==> src/rtl/rbf_pkg.sv <==
package rbf_pkg;
  typedef enum logic [1:0] {
    OP_QUERY  = 2'b00,
    OP_INSERT = 2'b01,
    OP_DELETE = 2'b10,
    OP_NONE   = 2'b11
  } rbf_op_e;
endpackage

==> src/rtl/rbf_level.sv <==
// One level of the ranked store. A bit can be set or cleared at an entry, and a slot can be
// opened (entries at and above the slot move up, a zero goes in) or closed (they move down).
module rbf_level #(
  parameter int NBITS = 16,
  parameter int IDX_W = 4
) (
  input  logic             clk,
  input  logic             rst_n,
  input  logic             set_en,
  input  logic             clr_en,
  input  logic [IDX_W-1:0] bit_idx,
  input  logic             open_en,
  input  logic             close_en,
  input  logic [IDX_W-1:0] slot_idx,
  output logic [NBITS-1:0] vec
);
  function automatic logic [NBITS-1:0] below_mask(input logic [IDX_W-1:0] s);
    logic [NBITS-1:0] m;
    for (int i = 0; i < NBITS; i++) m[i] = (IDX_W'(i) < s);
    return m;
  endfunction

  function automatic logic [NBITS-1:0] slot_open(input logic [NBITS-1:0] v, input logic [IDX_W-1:0] s);
    logic [NBITS-1:0] m;
    m = below_mask(s);
    return (v & m) | ((v << 1) & ~m & ~(NBITS'(1) << s));
  endfunction

  function automatic logic [NBITS-1:0] slot_close(input logic [NBITS-1:0] v, input logic [IDX_W-1:0] s);
    logic [NBITS-1:0] m;
    m = below_mask(s);
    return (v & m) | ((v >> 1) & ~m);
  endfunction

  logic [NBITS-1:0] nxt;

  always_comb begin
    nxt = vec;
    if (set_en) nxt[bit_idx] = 1'b1;
    if (clr_en) nxt[bit_idx] = 1'b0;
    if (open_en) nxt = slot_open(nxt, slot_idx);
    if (close_en) nxt = slot_close(nxt, slot_idx);
  end

  always_ff @(posedge clk or negedge rst_n) begin
    if (!rst_n) vec <= '0;
    else        vec <= nxt;
  end
endmodule

==> src/rtl/rbf_walk.sv <==
// Follows one position down through the levels by rank. It gives the entry addressed in every
// level and the number of levels in which that position is occupied.
module rbf_walk #(
  parameter int NBITS   = 16,
  parameter int LEVELS  = 3,
  parameter int IDX_W   = 4,
  parameter int DEPTH_W = 2
) (
  input  logic [LEVELS-1:0][NBITS-1:0] lv,
  input  logic [IDX_W-1:0]             pos,
  output logic [LEVELS-1:0][IDX_W-1:0] ent,
  output logic [DEPTH_W-1:0]           depth
);
  function automatic logic [IDX_W-1:0] ones_below(input logic [NBITS-1:0] v, input logic [IDX_W-1:0] e);
    logic [IDX_W-1:0] c;
    c = '0;
    for (int i = 0; i < NBITS; i++)
      if (IDX_W'(i) < e && v[i]) c = c + 1'b1;
    return c;
  endfunction

  logic [LEVELS-1:0] hit;

  assign ent[0] = pos;
  assign hit[0] = lv[0][pos];

  for (genvar j = 1; j < LEVELS; j++) begin : g_chain
    assign ent[j] = ones_below(lv[j-1], ent[j-1]);
    assign hit[j] = hit[j-1] & lv[j][ent[j]];
  end

  assign depth = DEPTH_W'($countones(hit));
endmodule

==> src/rtl/rbf_seq.sv <==
// Latches the K indices of an insert or delete and presents one of them per cycle.
module rbf_seq #(
  parameter int K     = 3,
  parameter int IDX_W = 4
) (
  input  logic                    clk,
  input  logic                    rst_n,
  input  logic                    start,
  input  logic [1:0]              start_op,
  input  logic [K-1:0][IDX_W-1:0] start_idx,
  output logic                    busy,
  output logic [1:0]              cur_op,
  output logic [IDX_W-1:0]        cur_idx
);
  localparam int STEP_W = (K > 1) ? $clog2(K) : 1;

  logic [K-1:0][IDX_W-1:0] idx_q;
  logic [STEP_W-1:0]       step;

  always_ff @(posedge clk or negedge rst_n) begin
    if (!rst_n) begin
      idx_q  <= '0;
      cur_op <= 2'b00;
      step   <= '0;
      busy   <= 1'b0;
    end else if (start) begin
      idx_q  <= start_idx;
      cur_op <= start_op;
      step   <= '0;
      busy   <= 1'b1;
    end else if (busy) begin
      if (step == STEP_W'(K - 1)) busy <= 1'b0;
      else                        step <= step + 1'b1;
    end
  end

  assign cur_idx = idx_q[step];
endmodule

==> src/rtl/ranked_bloom.sv <==
module ranked_bloom #(
  parameter int NBITS  = 16,
  parameter int K      = 3,
  parameter int LEVELS = 3,
  parameter int IDX_W  = $clog2(NBITS)
) (
  input  logic               clk,
  input  logic               rst_n,
  input  logic               cmd_valid,
  input  logic [1:0]         cmd_op,
  input  logic [K*IDX_W-1:0] cmd_idx,
  output logic               cmd_ready,
  output logic               resp_valid,
  output logic               resp_member,
  output logic               ovf
);
  import rbf_pkg::*;
  localparam int DEPTH_W = $clog2(LEVELS + 1);

  logic [LEVELS-1:0][NBITS-1:0] lv;
  logic [LEVELS-1:0][IDX_W-1:0] ent;
  logic [DEPTH_W-1:0]           depth;
  logic [K-1:0][IDX_W-1:0]      qidx;
  logic                         busy, accept, start, member_c;
  logic [1:0]                   cur_op;
  logic [IDX_W-1:0]             cur_idx;

  // Step events, brought out by name for the checker
  logic ins_step, del_step, ins_ok, del_ok, ins_drop;
  logic [LEVELS-1:0] set_en, clr_en, open_en, close_en;

  assign qidx      = cmd_idx;
  assign cmd_ready = !busy;
  assign accept    = cmd_valid && cmd_ready;
  assign start     = accept && (cmd_op == OP_INSERT || cmd_op == OP_DELETE);

  rbf_seq #(.K(K), .IDX_W(IDX_W)) u_seq (
    .clk(clk), .rst_n(rst_n), .start(start), .start_op(cmd_op), .start_idx(qidx),
    .busy(busy), .cur_op(cur_op), .cur_idx(cur_idx)
  );

  rbf_walk #(.NBITS(NBITS), .LEVELS(LEVELS), .IDX_W(IDX_W), .DEPTH_W(DEPTH_W)) u_walk (
    .lv(lv), .pos(cur_idx), .ent(ent), .depth(depth)
  );

  assign ins_step = busy && (cur_op == OP_INSERT);
  assign del_step = busy && (cur_op == OP_DELETE);
  assign ins_ok   = ins_step && (depth != DEPTH_W'(LEVELS));
  assign ins_drop = ins_step && (depth == DEPTH_W'(LEVELS));
  assign del_ok   = del_step && (depth != '0);

  for (genvar j = 0; j < LEVELS; j++) begin : g_lvl
    assign set_en[j] = ins_ok && (depth == DEPTH_W'(j));
    assign clr_en[j] = del_ok && (depth == DEPTH_W'(j + 1));
    if (j == 0) begin : g_top
      assign open_en[j]  = 1'b0;
      assign close_en[j] = 1'b0;
    end else begin : g_deep
      assign open_en[j]  = ins_ok && (depth == DEPTH_W'(j - 1));
      assign close_en[j] = del_ok && (depth == DEPTH_W'(j));
    end
    rbf_level #(.NBITS(NBITS), .IDX_W(IDX_W)) u_level (
      .clk(clk), .rst_n(rst_n),
      .set_en(set_en[j]), .clr_en(clr_en[j]), .bit_idx(ent[j]),
      .open_en(open_en[j]), .close_en(close_en[j]), .slot_idx(ent[j]),
      .vec(lv[j])
    );
  end

  always_comb begin
    member_c = 1'b1;
    for (int k = 0; k < K; k++) member_c = member_c & lv[0][qidx[k]];
  end

  always_ff @(posedge clk or negedge rst_n) begin
    if (!rst_n) begin
      resp_valid  <= 1'b0;
      resp_member <= 1'b0;
      ovf         <= 1'b0;
    end else begin
      resp_valid  <= accept && (cmd_op == OP_QUERY);
      if (accept && cmd_op == OP_QUERY) resp_member <= member_c;
      ovf         <= ins_drop;
    end
  end
endmodule

==> config.mk <==
export PLATFORM = sky130hd
export DESIGN_NAME = ranked_bloom
export DESIGN_NICKNAME = d
export VERILOG_FILES = /design/src/rtl/rbf_pkg.sv /design/src/rtl/rbf_level.sv /design/src/rtl/rbf_walk.sv /design/src/rtl/rbf_seq.sv /design/src/rtl/ranked_bloom.sv
export SDC_FILE = /design/constraint.sdc
export NUM_CORES = 1
export LEC_CHECK = 0
export ABC_AREA = 1
export BUFFER_PORTS_ARGS = -buffer_cell sky130_fd_sc_hd__buf_2
export CELL_PAD_IN_SITES_DETAIL_PLACEMENT = 0
export CELL_PAD_IN_SITES_GLOBAL_PLACEMENT = 2
export CORE_MARGIN = 5
export CORE_UTILIZATION = 35
export CTS_BUF_LIST = sky130_fd_sc_hd__clkbuf_4 sky130_fd_sc_hd__clkbuf_8
export DETAILED_ROUTE_END_ITERATION = 7
export PLACE_DENSITY_LB_ADDON = 0.1
export REMOVE_ABC_BUFFERS = 1
export SLEW_MARGIN = 20
export SYNTH_ARGS = -nofsm -noshare
export SYNTH_HDL_FRONTEND = slang
export SYNTH_SLANG_ARGS = --single-unit
==> constraint.sdc <==
create_clock -name clk -period 19.6 [get_ports clk]
set_input_delay 1.96 -clock clk [delete_from_list [all_inputs] [get_ports clk]]
set_output_delay 1.96 -clock clk [all_outputs]
set_load 0.05 [all_outputs]
## Word-level counts from Yosys, hierarchy flattened

Cells that the tools add are included.
W data, S select, Z words.

- Flip-flop bits (word level): 68
- Input port bits: 17
- Output and inout bits: 4
- Logic and storage cells: 270

- Add/subtract/negate cells: 33
- $lt $le $gt $ge: 58
- Equal/unequal tests: 10
- Shift operators: 2
- Mux-type cells: 68
- Bitwise operators: 31
- Reductions and logical operators: 56

Operator list:

| kind | count |
|---|---|
| $and A16 B16 Y16 | 11 |
| $mux W16 | 10 |
| $mux W4 | 31 |
| $add A4 B1 Y4 const B | 28 |
| $not A16 Y16 | 7 |
| $or A16 B16 Y16 | 7 |
| $lt A4 B4 Y1 const A | 24 |
| $logic_and A1 B1 Y1 | 49 |
| $lt A3 B4 Y1 const A | 12 |
| $and A15 B16 Y16 | 2 |
| $shl A1 B4 Y16 const A | 2 |
| $lt A4 B5 Y1 const B | 6 |
| $bmux W1 S4 | 6 |
| $lt A1 B4 Y1 const A | 6 |
| $lt A2 B4 Y1 const A | 6 |
| $mux W1 | 14 |
| $demux W1 S4 | 3 |
| $ge A4 B1 Y1 const B | 3 |
| $eq A2 B2 Y1 const B | 5 |
| $bmux W4 S2 | 1 |
| $eq A2 B1 Y1 const B | 3 |
| $mux W2 | 3 |
| $add A1 B1 Y2 const B | 2 |
| $and A1 B1 Y1 | 4 |
| 10 further kinds | 13 |

## Depth between registers and ports, before layout

Gate-level depths: netlist of run 1.

- Depth in word-level cells: 85
- Mapped depth: 117
- Depth with buffers taken out: 116

## By module

Synthesis of run 1 repeated with hierarchy kept, for this count alone.

- Cells, all modules: 1837
- Area total of the unflattened synthesis: 9898.2 um^2

By module, submodules not included:

| module | instances | cells an instance | area an instance (um^2) | sequential area each (um^2) |
|---|---|---|---|---|
| rbf_walk | 1 | 778 | 3902.5 | 0.0 |
| rbf_level (g_lvl[1].u_level ...) | 2 | 274 | 1483.9 | 400.4 |
| rbf_level (g_lvl[0].u_level) | 1 | 273 | 1532.7 | 400.4 |
| rbf_seq | 1 | 100 | 785.8 | 425.4 |
| ranked_bloom | 1 | 138 | 709.4 | 75.1 |

## Least setup slack after synthesis of run 1

Ideal clock, no wire load.

- Path kind: reg2reg
- From: register u_seq.step[0]
- To: register g_lvl[1].u_level.vec[0]
- Setup time: 117 ps
- Arrival: 16468 ps
- Required time: 19483 ps
- Path slack: 3015 ps
- Stages on the path, launching flop included: 116
- Buffers on the path: 3
- Clock period less this slack: 16585 ps
- Cell sequence: dfrtp_1 -> inv_2 -> buf_6 -> nand2_1 -> nand3_1 -> nand2_1 -> nor2_2 -> inv_1 -> nor2_1 -> nor2_1 -> ha_1 -> inv_1 -> nand3_1 -> nand2_1 -> ha_1 -> nand2_1 -> nand2_1 -> ha_1 -> [... 80 more ...] -> inv_1 -> ha_1 -> or2_2 -> a21boi_2 -> inv_2 -> nand2_1 -> nand2_1 -> nand2_1 -> nand2_1 -> nand2_2 -> nand2_4 -> buf_6 -> buf_8 -> nand4_1 -> nand3_1 -> nand2_1 -> o21ai_1 -> inv_1

- Word-level cells in the longest chain between the ends: 85
- Elaborated cells on any way between the ends: 171
- Those cells by class: 32 x add/sub; 34 x order compare; 3 x eq/ne; 1 x shift; 46 x mux; 14 x bitwise; 41 x reduce/logical

RTL lines:

| item | line | text |
|---|---|---|
| start, declared | rbf_seq.sv:18 | `logic [STEP_W-1:0] step;` |
| start signal, assigned | rbf_seq.sv:33 | `else step <= step + 1'b1;` |
| $bmux W4 S2 * | rbf_seq.sv:37 | `assign cur_idx = idx_q[step];` |
| $mux W4 (not written as such) * | rbf_seq.sv:37 |  |
| $lt A1 B4 Y1 | -- |  |
| $logic_and A1 B1 Y1 | rbf_walk.sv:18 | `if (IDX_W'(i) < e && v[i]) c = c + 1'b1;` |
| $mux W1 | rbf_walk.sv:18 |  |
| $add A1 B1 Y2 | rbf_walk.sv:18 |  |
| $mux W4 | rbf_walk.sv:18 |  |
| $add A4 B1 Y4 | rbf_walk.sv:18 |  |
| [... 69 more ...] | -- |  |
| $mux W16 | rbf_level.sv:40 | `if (clr_en) nxt[bit_idx] = 1'b0;` |
| $and A16 B16 Y16 (2 in series) | rbf_level.sv:26 | `return (v & m) \| ((v << 1) & ~m & ~(NBITS'(1) << s));` |
| $or A16 B16 Y16 | rbf_level.sv:26 |  |
| $mux W16 | rbf_level.sv:41 | `if (open_en) nxt = slot_open(nxt, slot_idx);` |
| $and A15 B16 Y16 | rbf_level.sv:32 | `return (v & m) \| ((v >> 1) & ~m);` |
| $or A16 B16 Y16 | rbf_level.sv:32 |  |
| $mux W16 * | rbf_level.sv:42 | `if (close_en) nxt = slot_close(nxt, slot_idx);` |
| via g_lvl[1].u_level.nxt[0] | rbf_level.sv:35 | `logic [NBITS-1:0] nxt;` |
| end signal, assigned | rbf_level.sv:47 | `else vec <= nxt;` |
| end, declared | rbf_level.sv:15 | `output logic [NBITS-1:0] vec` |

The timed path passes the listed nets; every way through them passes the cells marked *. The select of a mux whose other input is x is not followed.
A chain may end at the register's enable or synchronous reset.

## Final worst setup path of run 1

- From: register u_seq.step[0]
- To: register g_lvl[2].u_level.vec[0]

- Word-level cells in the longest chain between the ends: 85
- Elaborated cells on any way between the ends: 173
- Those cells by class: 32 x add/sub; 36 x order compare; 4 x eq/ne; 1 x shift; 46 x mux; 14 x bitwise; 40 x reduce/logical

RTL lines:

| item | line |
|---|---|
| $bmux W4 S2 * | rbf_seq.sv:37 |
| $mux W4 (not written as such) * | rbf_seq.sv:37 |
| $lt A1 B4 Y1 | -- |
| $logic_and A1 B1 Y1 | rbf_walk.sv:18 |
| $mux W1 | rbf_walk.sv:18 |
| $add A1 B1 Y2 | rbf_walk.sv:18 |
| $mux W4 | rbf_walk.sv:18 |
| $add A4 B1 Y4 | rbf_walk.sv:18 |
| [... 69 more ...] | -- |
| $mux W16 | rbf_level.sv:40 |
| $and A16 B16 Y16 (2 in series) | rbf_level.sv:26 |
| $or A16 B16 Y16 | rbf_level.sv:26 |
| $mux W16 | rbf_level.sv:41 |
| $and A15 B16 Y16 | rbf_level.sv:32 |
| $or A16 B16 Y16 | rbf_level.sv:32 |
| $mux W16 * | rbf_level.sv:42 |
| via g_lvl[2].u_level.nxt[0] | rbf_level.sv:35 |
| end signal, assigned | rbf_level.sv:47 |
| end, declared | rbf_level.sv:15 |

Marks and branches as above.

==> results of run 1 <==
==> layout by cell type (no fill, tap or decap), types with 13 or more instances in the layout <==
cell      instances
nand2_1         456
inv_1           252
nor2_1          174
nand3_1         161
dfrtp_1          68
o21ai_0          58
nand2_2          38
nand4_1          37
ha_1             30
nand3_2          29
a21oi_1          26
inv_2            20
buf_2            19
nand3b_1         17
buf_4            13
==> layout make-up <==
| class | instances | area [sq um] |
|---|---|---|
| timing repair buffer | 33 | 212.7 |
| inverter | 280 | 1061 |
| clock inverter | 5 | 83.83 |
| fill | 2802 | 14900 |
| tap | 324 | 405.4 |
| clock buffer | 11 | 151.4 |
| sequential | 68 | 1702 |
| multi-input combinational | 1132 | 5736 |
==> flip-flops by register name, indices dropped and copies added (netlist names), named ones only <==
signal	flops
u_seq.busy	1
resp_member	1
resp_valid	1
ovf	1
u_seq.step	2
u_seq.cur_op	2
g_lvl.u_level.vec	44
u_seq.idx_q	12
==> per-layer routing <==
layer / routed length [microns] / up-vias / GRT usage / part of all wire
li1: - / 4807 / - / -
met1: 12920 / 4092 / 0.2627 / 0.50
met2: 11620 / 149 / 0.3080 / 0.45
met3: 944 / 20 / 0.02086 / 0.037
met4: 271 / 0 / 0.03913 / 0.011
met5: 0 / - / 0 / 0
==> worst paths after layout <==
| check | from | end | slack, ns | depth (start not counted) |
|---|---|---|---|---|
| setup / recovery | u_seq.step[0]$_DFFE_PN0P_ | g_lvl[2].u_level.vec[0]$_DFF_PN0_ | 1.75 | 115 |
| hold / removal | u_seq.idx_q[4]$_DFFE_PN0P_ | u_seq.idx_q[4]$_DFFE_PN0P_ | 0.49 | 2 |
| setup reg to reg | u_seq.step[0]$_DFFE_PN0P_ | g_lvl[2].u_level.vec[0]$_DFF_PN0_ | 1.75 | 115 |
| hold reg to reg | u_seq.idx_q[4]$_DFFE_PN0P_ | u_seq.idx_q[4]$_DFFE_PN0P_ | 0.49 | 2 |
| max in group asynchronous | rst_n | g_lvl[1].u_level.vec[9]$_DFF_PN0_ | 17.25 | 1 |
| min in group asynchronous | rst_n | u_seq.idx_q[3]$_DFFE_PN0P_ | 1.72 | 1 |
==> kinds of logic (layout without fill, tap and decap cells) <==
| kind of cell | Yosys count | after routing | synth area share |
|---|---|---|---|
| AND/OR/NAND/NOR | 958 | 959 | 0.5148 |
| adder cells (fa/ha/maj) | 30 | 30 | 0.04358 |
| buffers and inverters | 309 | 329 | 0.1425 |
| XOR/XNOR | 1 | 1 | 0.003196 |
| AO/OA/AOI/OAI | 142 | 142 | 0.09835 |
| flip-flops | 68 | 68 | 0.1976 |
==> worst max-delay path: cells and delay by family, from the launching register on <==
kind	cells	cell delay [ns]
AND/OR/NAND/NOR	65	7.78
adder cells (fa/ha/maj)	26	7.20
buffers and inverters	18	1.46
AO/OA/AOI/OAI	6	0.86
flip-flops	1	0.44
==> through the flow <==
step	instance area [sq um]	setup slack, ns
2_1_floorplan	8444	2.877
3_3_place_gp	9002	1.532
3_5_place_dp	9002	1.210
4_1_cts	9238	1.149
5_1_grt	9351	0.04542
6_report	9351	1.753
==> timing repair <==
action                     CTS  global route
setup endpoints to repair    0            32
gates resized for setup      0             6
buffers inserted             0             8
==> run summary, run 1 <==
outcome -> complete, no violations
Final Hold Viols -> 0
GRT Total Usage -> 0.1862
later-pin clock latency in the skew report -> 0.38 ns
CTS root buf -> clkbuf_8
Pins Over Slew Limit -> 0
Setup-failing EPs final -> 0
top cell type's share of synthesized area -> 0.1987
prevailing post-synth register cell -> dfrtp_1
number of buffers created by CTS -> 9
post-layout min period -> 17.85 ns
share of flip-flops with an asynchronous set or reset -> 1.000
vias in the first global route -> 8853
Via Count -> 9068
Slew @ Worst Pin -> 0.9952 ns
via/cell ratio -> 4.894
TNS Setup -> 0 ns
register area share after synthesis -> 0.1976
CTS Buffer Depth -> 2
Final Non-Filler Cells -> 1853
commonest cells in the netlist -> 456 x nand2_1, 252 x inv_1, 176 x nor2_1
Yosys reg bits -> 68
largest net degree at the start of global routing -> 69
# DRC -> 0
RSZ-0062 raised after global routing -> no
Boundary Pins -> 21
RD Place Congestion -> 0.8911
fmax -> 56.03 MHz
most used cell along the critical path -> nand2_1
Core Footprint -> 24250 sq um
slowest CP cell -> dfrtp_1
layout cell share with drive strength beyond 1 -> 0.1203
CP max FO -> 11
top cells by area, synth -> nand2_1 20%, dfrtp_1 20%, inv_1 11%
final hold slack -> 0.4864 ns
CTS tree -> done
antenna cell count -> 0
Post-synth EDFFs -> 0
HP Class -> flop to flop
first-pass GRT wire length -> 43.55 mm
relative slew slack -> 0.3347
die area -> 27850 sq um
largest area contributor in the synthesized netlist -> nand2_1
number of core rows -> 57
port buffer count -> 20
die width -> 166.9 microns
total clock sinks -> 68
Area Growth Syn to Fin -> 8.571%
library cells used by synthesis -> 51
Yosys warnings -> 0
clock-pin slew on the worst setup and hold paths -> 0.09 ns
DRT iter0 DRCs -> 728
mapped cell area -> 8613 sq um
worst endpoint required time -> 19.93 ns
placed insts -> 1828
crit path DAT -> 18.17 ns
Crit path largest cell delay -> 0.44 ns
Core Util, Final -> 0.3857
CP Capture Type -> flop
Detail Placement HPWL -> 19.87 mm
Startpoint Class -> flop
GR Overflow Total -> 0
Worst Skew -> 0.01231 ns
Final #Nets -> 1571
Synth Instances -> 1508
H-tree Lvls -> 3
Max Cap Viol -> 0
die height -> 166.9 microns
Routed Antenna Nets -> 0
1st-pass router iterations -> 7
period utilization -> 0.9105
antenna violations before repair -> 0
routed wire length -> 25.76 mm
routed wire length per instance -> 13.90 microns
crit path kind -> flop to flop
initial core utilization -> 0.3552
count leader, synth -> nand2_1
hold_buf cts -> 0
Avg Inst Size Synth -> 5.712 sq um
Power of run 1 is not shown: default switching activity piles up to over one toggle a cycle in this logic, so the estimate is an artifact.
==> run 2, diff against run 1 <==
--- a/config.mk
+++ b/config.mk
@@ -9,6 +9,6 @@
 export BUFFER_PORTS_ARGS = -buffer_cell sky130_fd_sc_hd__buf_2
-export CELL_PAD_IN_SITES_DETAIL_PLACEMENT = 0
-export CELL_PAD_IN_SITES_GLOBAL_PLACEMENT = 2
+export CELL_PAD_IN_SITES_DETAIL_PLACEMENT = 1
+export CELL_PAD_IN_SITES_GLOBAL_PLACEMENT = 1
 export CORE_MARGIN = 5
-export CORE_UTILIZATION = 35
+export CORE_UTILIZATION = 46
 export CTS_BUF_LIST = sky130_fd_sc_hd__clkbuf_4 sky130_fd_sc_hd__clkbuf_8
==> constraint.sdc (replaced) <==
create_clock -name clk -period 19.6 [get_ports clk]
set_input_delay 3.92 -clock clk [delete_from_list [all_inputs] [get_ports clk]]
set_output_delay 3.92 -clock clk [all_outputs]
set_load 0.05 [all_outputs]
==> run summary, run 2 (same netlist as run 1, synthesis figures left out) <==
most used cell along the critical path -> nand2_1
Pins Over Slew Limit -> 0 (unchanged)
Setup WS post-layout -> 1.457 ns (-0.2967 ns)
routed wire length per instance -> 15.59 microns (+12%)
CTS root buf -> clkbuf_8
Boundary Pins -> 21 (unchanged)
Biggest register -> g_lvl.u_level.vec
period utilization -> 0.9257 (+0.01514)
Final #Nets -> 1571 (unchanged)
max FFs per register -> 44 (unchanged)
clock-pin slew on the worst setup and hold paths -> 0.08 ns (about the same)
GR Overflow Total -> 0 (unchanged)
1st-pass router iterations -> 5 (-2)
Setup-failing EPs final -> 0 (unchanged)
die area -> 21560 sq um (-23%)
RD Place Congestion -> 0.9819 (+10%)
number of core rows -> 50 (-12%)
layout cell share with drive strength beyond 1 -> 0.1216 (+0.001308)
Routed Antenna Nets -> 0 (unchanged)
port buffer count -> 20 (unchanged)
vias in the first global route -> 9824 (+11%)
CP top delay family -> simple AND/OR/NAND/NOR gates
first-pass GRT wire length -> 46.52 mm (+6.8%)
H-tree Lvls -> 3 (unchanged)
total clock sinks -> 68 (unchanged)
final hold slack -> 0.4865 ns (+0.00008800 ns)
CTS tree -> done
Top Registers -> g_lvl.u_level.vec (44), u_seq.idx_q (12)
antenna cell count -> 0 (unchanged)
number of buffers created by CTS -> 9 (unchanged)
Via Count -> 9579 (+5.6%)
Core Footprint -> 18580 sq um (-23%)
CP max FO -> 11 (unchanged)
via/cell ratio -> 5.433 (+11%)
CTS Buffer Depth -> 2 (unchanged)
crit path DAT -> 18.46 ns (+0.29 ns)
worst endpoint required time -> 19.92 ns (about the same)
Max Cap Viol -> 0 (unchanged)
CP Capture Type -> flop
slowest CP cell -> dfrtp_1
largest net degree at the start of global routing -> 69 (unchanged)
relative slew slack -> 0.2235 (-0.1112)
post-layout min period -> 18.14 ns (+0.2967 ns)
die width -> 146.8 microns (-12%)
antenna violations before repair -> 0 (unchanged)
most common cell after layout, fill and taps aside -> nand2_1
Detail Placement HPWL -> 21.30 mm (+7.2%)
crit path kind -> flop to flop
Startpoint Class -> flop
commonest non-fill, non-tap cells in the layout -> 456 x nand2_1, 251 x inv_1, 173 x nor2_1
die height -> 146.8 microns (-12%)
# DRC -> 0 (unchanged)
worst slack at placement -> 0.9344 ns (-0.2752 ns)
routed wire length -> 27.49 mm (+6.7%)
fmax -> 55.12 MHz (-1.6%)
Slew @ Worst Pin -> 1.158 ns (+0.1633 ns)
Worst Skew -> 0.01120 ns (-0.001109 ns)
TNS Setup -> 0 ns (unchanged)
later-pin clock latency in the skew report -> 0.38 ns (about the same)
DRT iter0 DRCs -> 508 (-30%)
Crit path largest cell delay -> 0.45 ns (about the same)
HP Class -> flop to flop
Final Hold Viols -> 0 (unchanged)
initial core utilization -> 0.4636 (+0.1084)
Buf/Inv on CP -> 18 (unchanged)
Core Util, Final -> 0.4954 (+0.1097)
GRT Total Usage -> 0.2547 (+0.06854)
Area Growth Syn to Fin -> 6.857%
outcome -> complete, no violations
==> run 2: tightest hold or removal path: stages, from the launching register on <==
cell     delay, ns
dfrtp_1       0.35
nand2_1       0.05
o21ai_0       0.05
==> run 2: worst paths after layout <==
path | endpoint | start | slack (ns) | cells after the start
setup reg to reg | g_lvl[2].u_level.vec[0]$_DFF_PN0_ | u_seq.step[0]$_DFFE_PN0P_ | 1.46 | 115
setup / recovery | g_lvl[2].u_level.vec[0]$_DFF_PN0_ | u_seq.step[0]$_DFFE_PN0P_ | 1.46 | 115
min in group asynchronous | g_lvl[0].u_level.vec[3]$_DFF_PN0_ | rst_n | 3.69 | 1
hold reg to reg | u_seq.cur_op[0]$_DFFE_PN0P_ | u_seq.cur_op[0]$_DFFE_PN0P_ | 0.49 | 2
hold / removal | u_seq.cur_op[0]$_DFFE_PN0P_ | u_seq.cur_op[0]$_DFFE_PN0P_ | 0.49 | 2
max in group asynchronous | g_lvl[1].u_level.vec[9]$_DFF_PN0_ | rst_n | 15.28 | 1
==> run 2: layout make-up <==
class	count	area, sq um
Multi-Input combinational cell	1132	5736
Inverter	280	1061
Clock buffer	9	123.9
Fill cell	2750	9376
Clock inverter	7	76.32
Sequential cell	68	1702
Timing Repair Buffer	33	212.7
Tap cell	234	292.8
==> run 2: metal layers <==
metal  up-vias  global-route usage  routed length [microns]
met1      4612              0.3343                    12990
met2       140              0.4526                    13450
met5         -                   0                        0
met4         0             0.06209                      294
li1       4807                   -                        -
met3        20             0.02190                      755
==> run 2: timing repair <==
item,CTS,global route
buffers inserted,0,8
setup endpoints to repair,0,32
resized for setup,0,8
hold buffers,0,0
==> run 2: through the flow <==
stage | std cells | area, sq um
6_report | 1763 | 9204
5_1_grt | 1763 | 9204
4_1_cts | 1754 | 9090
3_5_place_dp | 1738 | 8890
3_3_place_gp | 1738 | 8890
2_1_floorplan | 1479 | 8444
Power of run 2 is left out for the same reason.
==> run 3, diff against run 2 <==
- CELL_PAD_IN_SITES_GLOBAL_PLACEMENT: 1 -> 2
- CORE_UTILIZATION: 46 -> 35
==> run summary, run 3 (same netlist as run 1, synthesis figures left out) <==
outcome -> complete, no violations
relative slew slack -> 0.3422 (+0.1187)
total clock sinks -> 68 (unchanged)
CP Capture Type -> flop
CTS tree -> done
Core Footprint -> 24250 sq um (+31%)
port buffer count -> 20 (unchanged)
Via Count -> 9304 (-2.9%)
Startpoint Class -> flop
Biggest register -> g_lvl.u_level.vec
number of buffers created by CTS -> 9 (unchanged)
CTS root buf -> clkbuf_8
GRT Total Usage -> 0.1980 (-0.05676)
largest net degree at the start of global routing -> 69 (unchanged)
RD Place Congestion -> 0.8911 (-9.2%)
antenna cell count -> 0 (unchanged)
commonest non-fill, non-tap cells in the layout -> 456 x nand2_1, 251 x inv_1, 173 x nor2_1
hold_buf cts -> 0 (unchanged)
post-layout min period -> 17.98 ns (-0.1669 ns)
vias in the first global route -> 9687 (-1.4%)
clock-pin slew on the worst setup and hold paths -> 0.09 ns (about the same)
max FFs per register -> 44 (unchanged)
number of core rows -> 57 (+14%)
crit path kind -> flop to flop
most common cell after layout, fill and taps aside -> nand2_1
first-pass GRT wire length -> 46.78 mm (+0.57%)
via/cell ratio -> 5.021 (-7.6%)
1st-pass router iterations -> 4 (-1)
die height -> 166.9 microns (+14%)
period utilization -> 0.9172 (-0.008517)
# DRC -> 0 (unchanged)
CP max FO -> 11 (unchanged)
initial core utilization -> 0.3552 (-0.1084)
DRT iter0 DRCs -> 451 (-11%)
later-pin clock latency in the skew report -> 0.38 ns (about the same)
HP Class -> flop to flop
slowest CP cell -> dfrtp_1
Detail Placement HPWL -> 21.77 mm (+2.2%)
routed wire length per instance -> 14.99 microns (-3.9%)
Final Hold Viols -> 0 (unchanged)
Final #Nets -> 1571 (unchanged)
Slew @ Worst Pin -> 0.9840 ns (-0.1745 ns)
Buf/Inv on CP -> 17 (-1)
crit path DAT -> 18.30 ns (-0.16 ns)
antenna violations before repair -> 0 (unchanged)
worst endpoint required time -> 19.92 ns (about the same)
Max Cap Viol -> 0 (unchanged)
CP top delay family -> simple AND/OR/NAND/NOR gates
Area Growth Syn to Fin -> 8.106%
Core Util, Final -> 0.3840 (-0.1114)
Top Registers -> g_lvl.u_level.vec (44), u_seq.idx_q (12)
fillers -> 3356 (+22%)
Worst Skew -> 0.01352 ns (+0.002321 ns)
routed wire length -> 27.78 mm (+1.0%)
layout cell share with drive strength beyond 1 -> 0.1210 (-0.0006540)
CTS Buffer Depth -> 2 (unchanged)
die area -> 27850 sq um (+29%)
Routed Antenna Nets -> 0 (unchanged)
Crit path largest cell delay -> 0.45 ns (about the same)
fmax -> 55.63 MHz (+0.93%)
Pins Over Slew Limit -> 0 (unchanged)
H-tree Lvls -> 3 (unchanged)
GR Overflow Total -> 0 (unchanged)
die width -> 166.9 microns (+14%)
Setup-failing EPs final -> 0 (unchanged)
Boundary Pins -> 21 (unchanged)
most used cell along the critical path -> nand2_1
run 3: worst paths after layout:
| path | from | end | slack (ns) | depth (start not counted) |
|---|---|---|---|---|
| worst max-delay path | u_seq.step[0]$_DFFE_PN0P_ | g_lvl[2].u_level.vec[0]$_DFF_PN0_ | 1.62 | 115 |
| worst min-delay path | u_seq.idx_q[4]$_DFFE_PN0P_ | u_seq.idx_q[4]$_DFFE_PN0P_ | 0.49 | 2 |
| worst max register to register | u_seq.step[0]$_DFFE_PN0P_ | g_lvl[2].u_level.vec[0]$_DFF_PN0_ | 1.62 | 115 |
| worst min register to register | u_seq.idx_q[4]$_DFFE_PN0P_ | u_seq.idx_q[4]$_DFFE_PN0P_ | 0.49 | 2 |
| max in group asynchronous | rst_n | g_lvl[1].u_level.vec[9]$_DFF_PN0_ | 15.30 | 1 |
| min in group asynchronous | rst_n | u_seq.idx_q[3]$_DFFE_PN0P_ | 3.67 | 1 |
run 3: final cells by class:
type	count	area, sq um	area share
Sequential cell	68	1702	0.1827
Clock buffer	9	123.9	0.01330
Multi-Input combinational cell	1132	5732	0.6156
Timing Repair Buffer	33	212.7	0.02284
Clock inverter	7	75.07	0.008062
Inverter	280	1061	0.1139
Tap cell	324	405.4	0.04354
run 3: per-stage QoR:
step	setup TNS (ns)	cell area (sq um)	hold WS [ns]	instances	setup slack, ns
floorplan	0	8444	0.4530	1479	2.877
global placement	0	9002	0.4684	1828	1.532
detailed placement	0	9002	0.4759	1828	0.9608
CTS	0	9201	0.4952	1844	0.9219
global route	-0.02431	9311	0.5269	1853	-0.02431
finish	0	9311	0.4908	1853	1.624
run 3: repair_timing:
item	CTS	global route
buffers inserted	0	8
setup endpoints to repair	0	32
resized for setup	0	7
run 3: per-layer routing:
metal  vias to the layer above  share of wire  track usage
met5                         -              0            0
li1                       4802              -            -
met1                      4381           0.50       0.2724
met2                       102           0.46       0.3390
met3                        19          0.025      0.02110
met4                         0         0.0078      0.03700
run 3: worst reg2reg max path, delay by kind of cell (launching register included):
family                     cells  cell delay [ns]
DFF                            1             0.45
adders and majority gates     26             7.21
buffers and inverters         17             1.40
AOI/OAI and AO/OA              6             0.95
and+or+nand+nor               66             7.91
Power of run 3 is left out for the same reason.
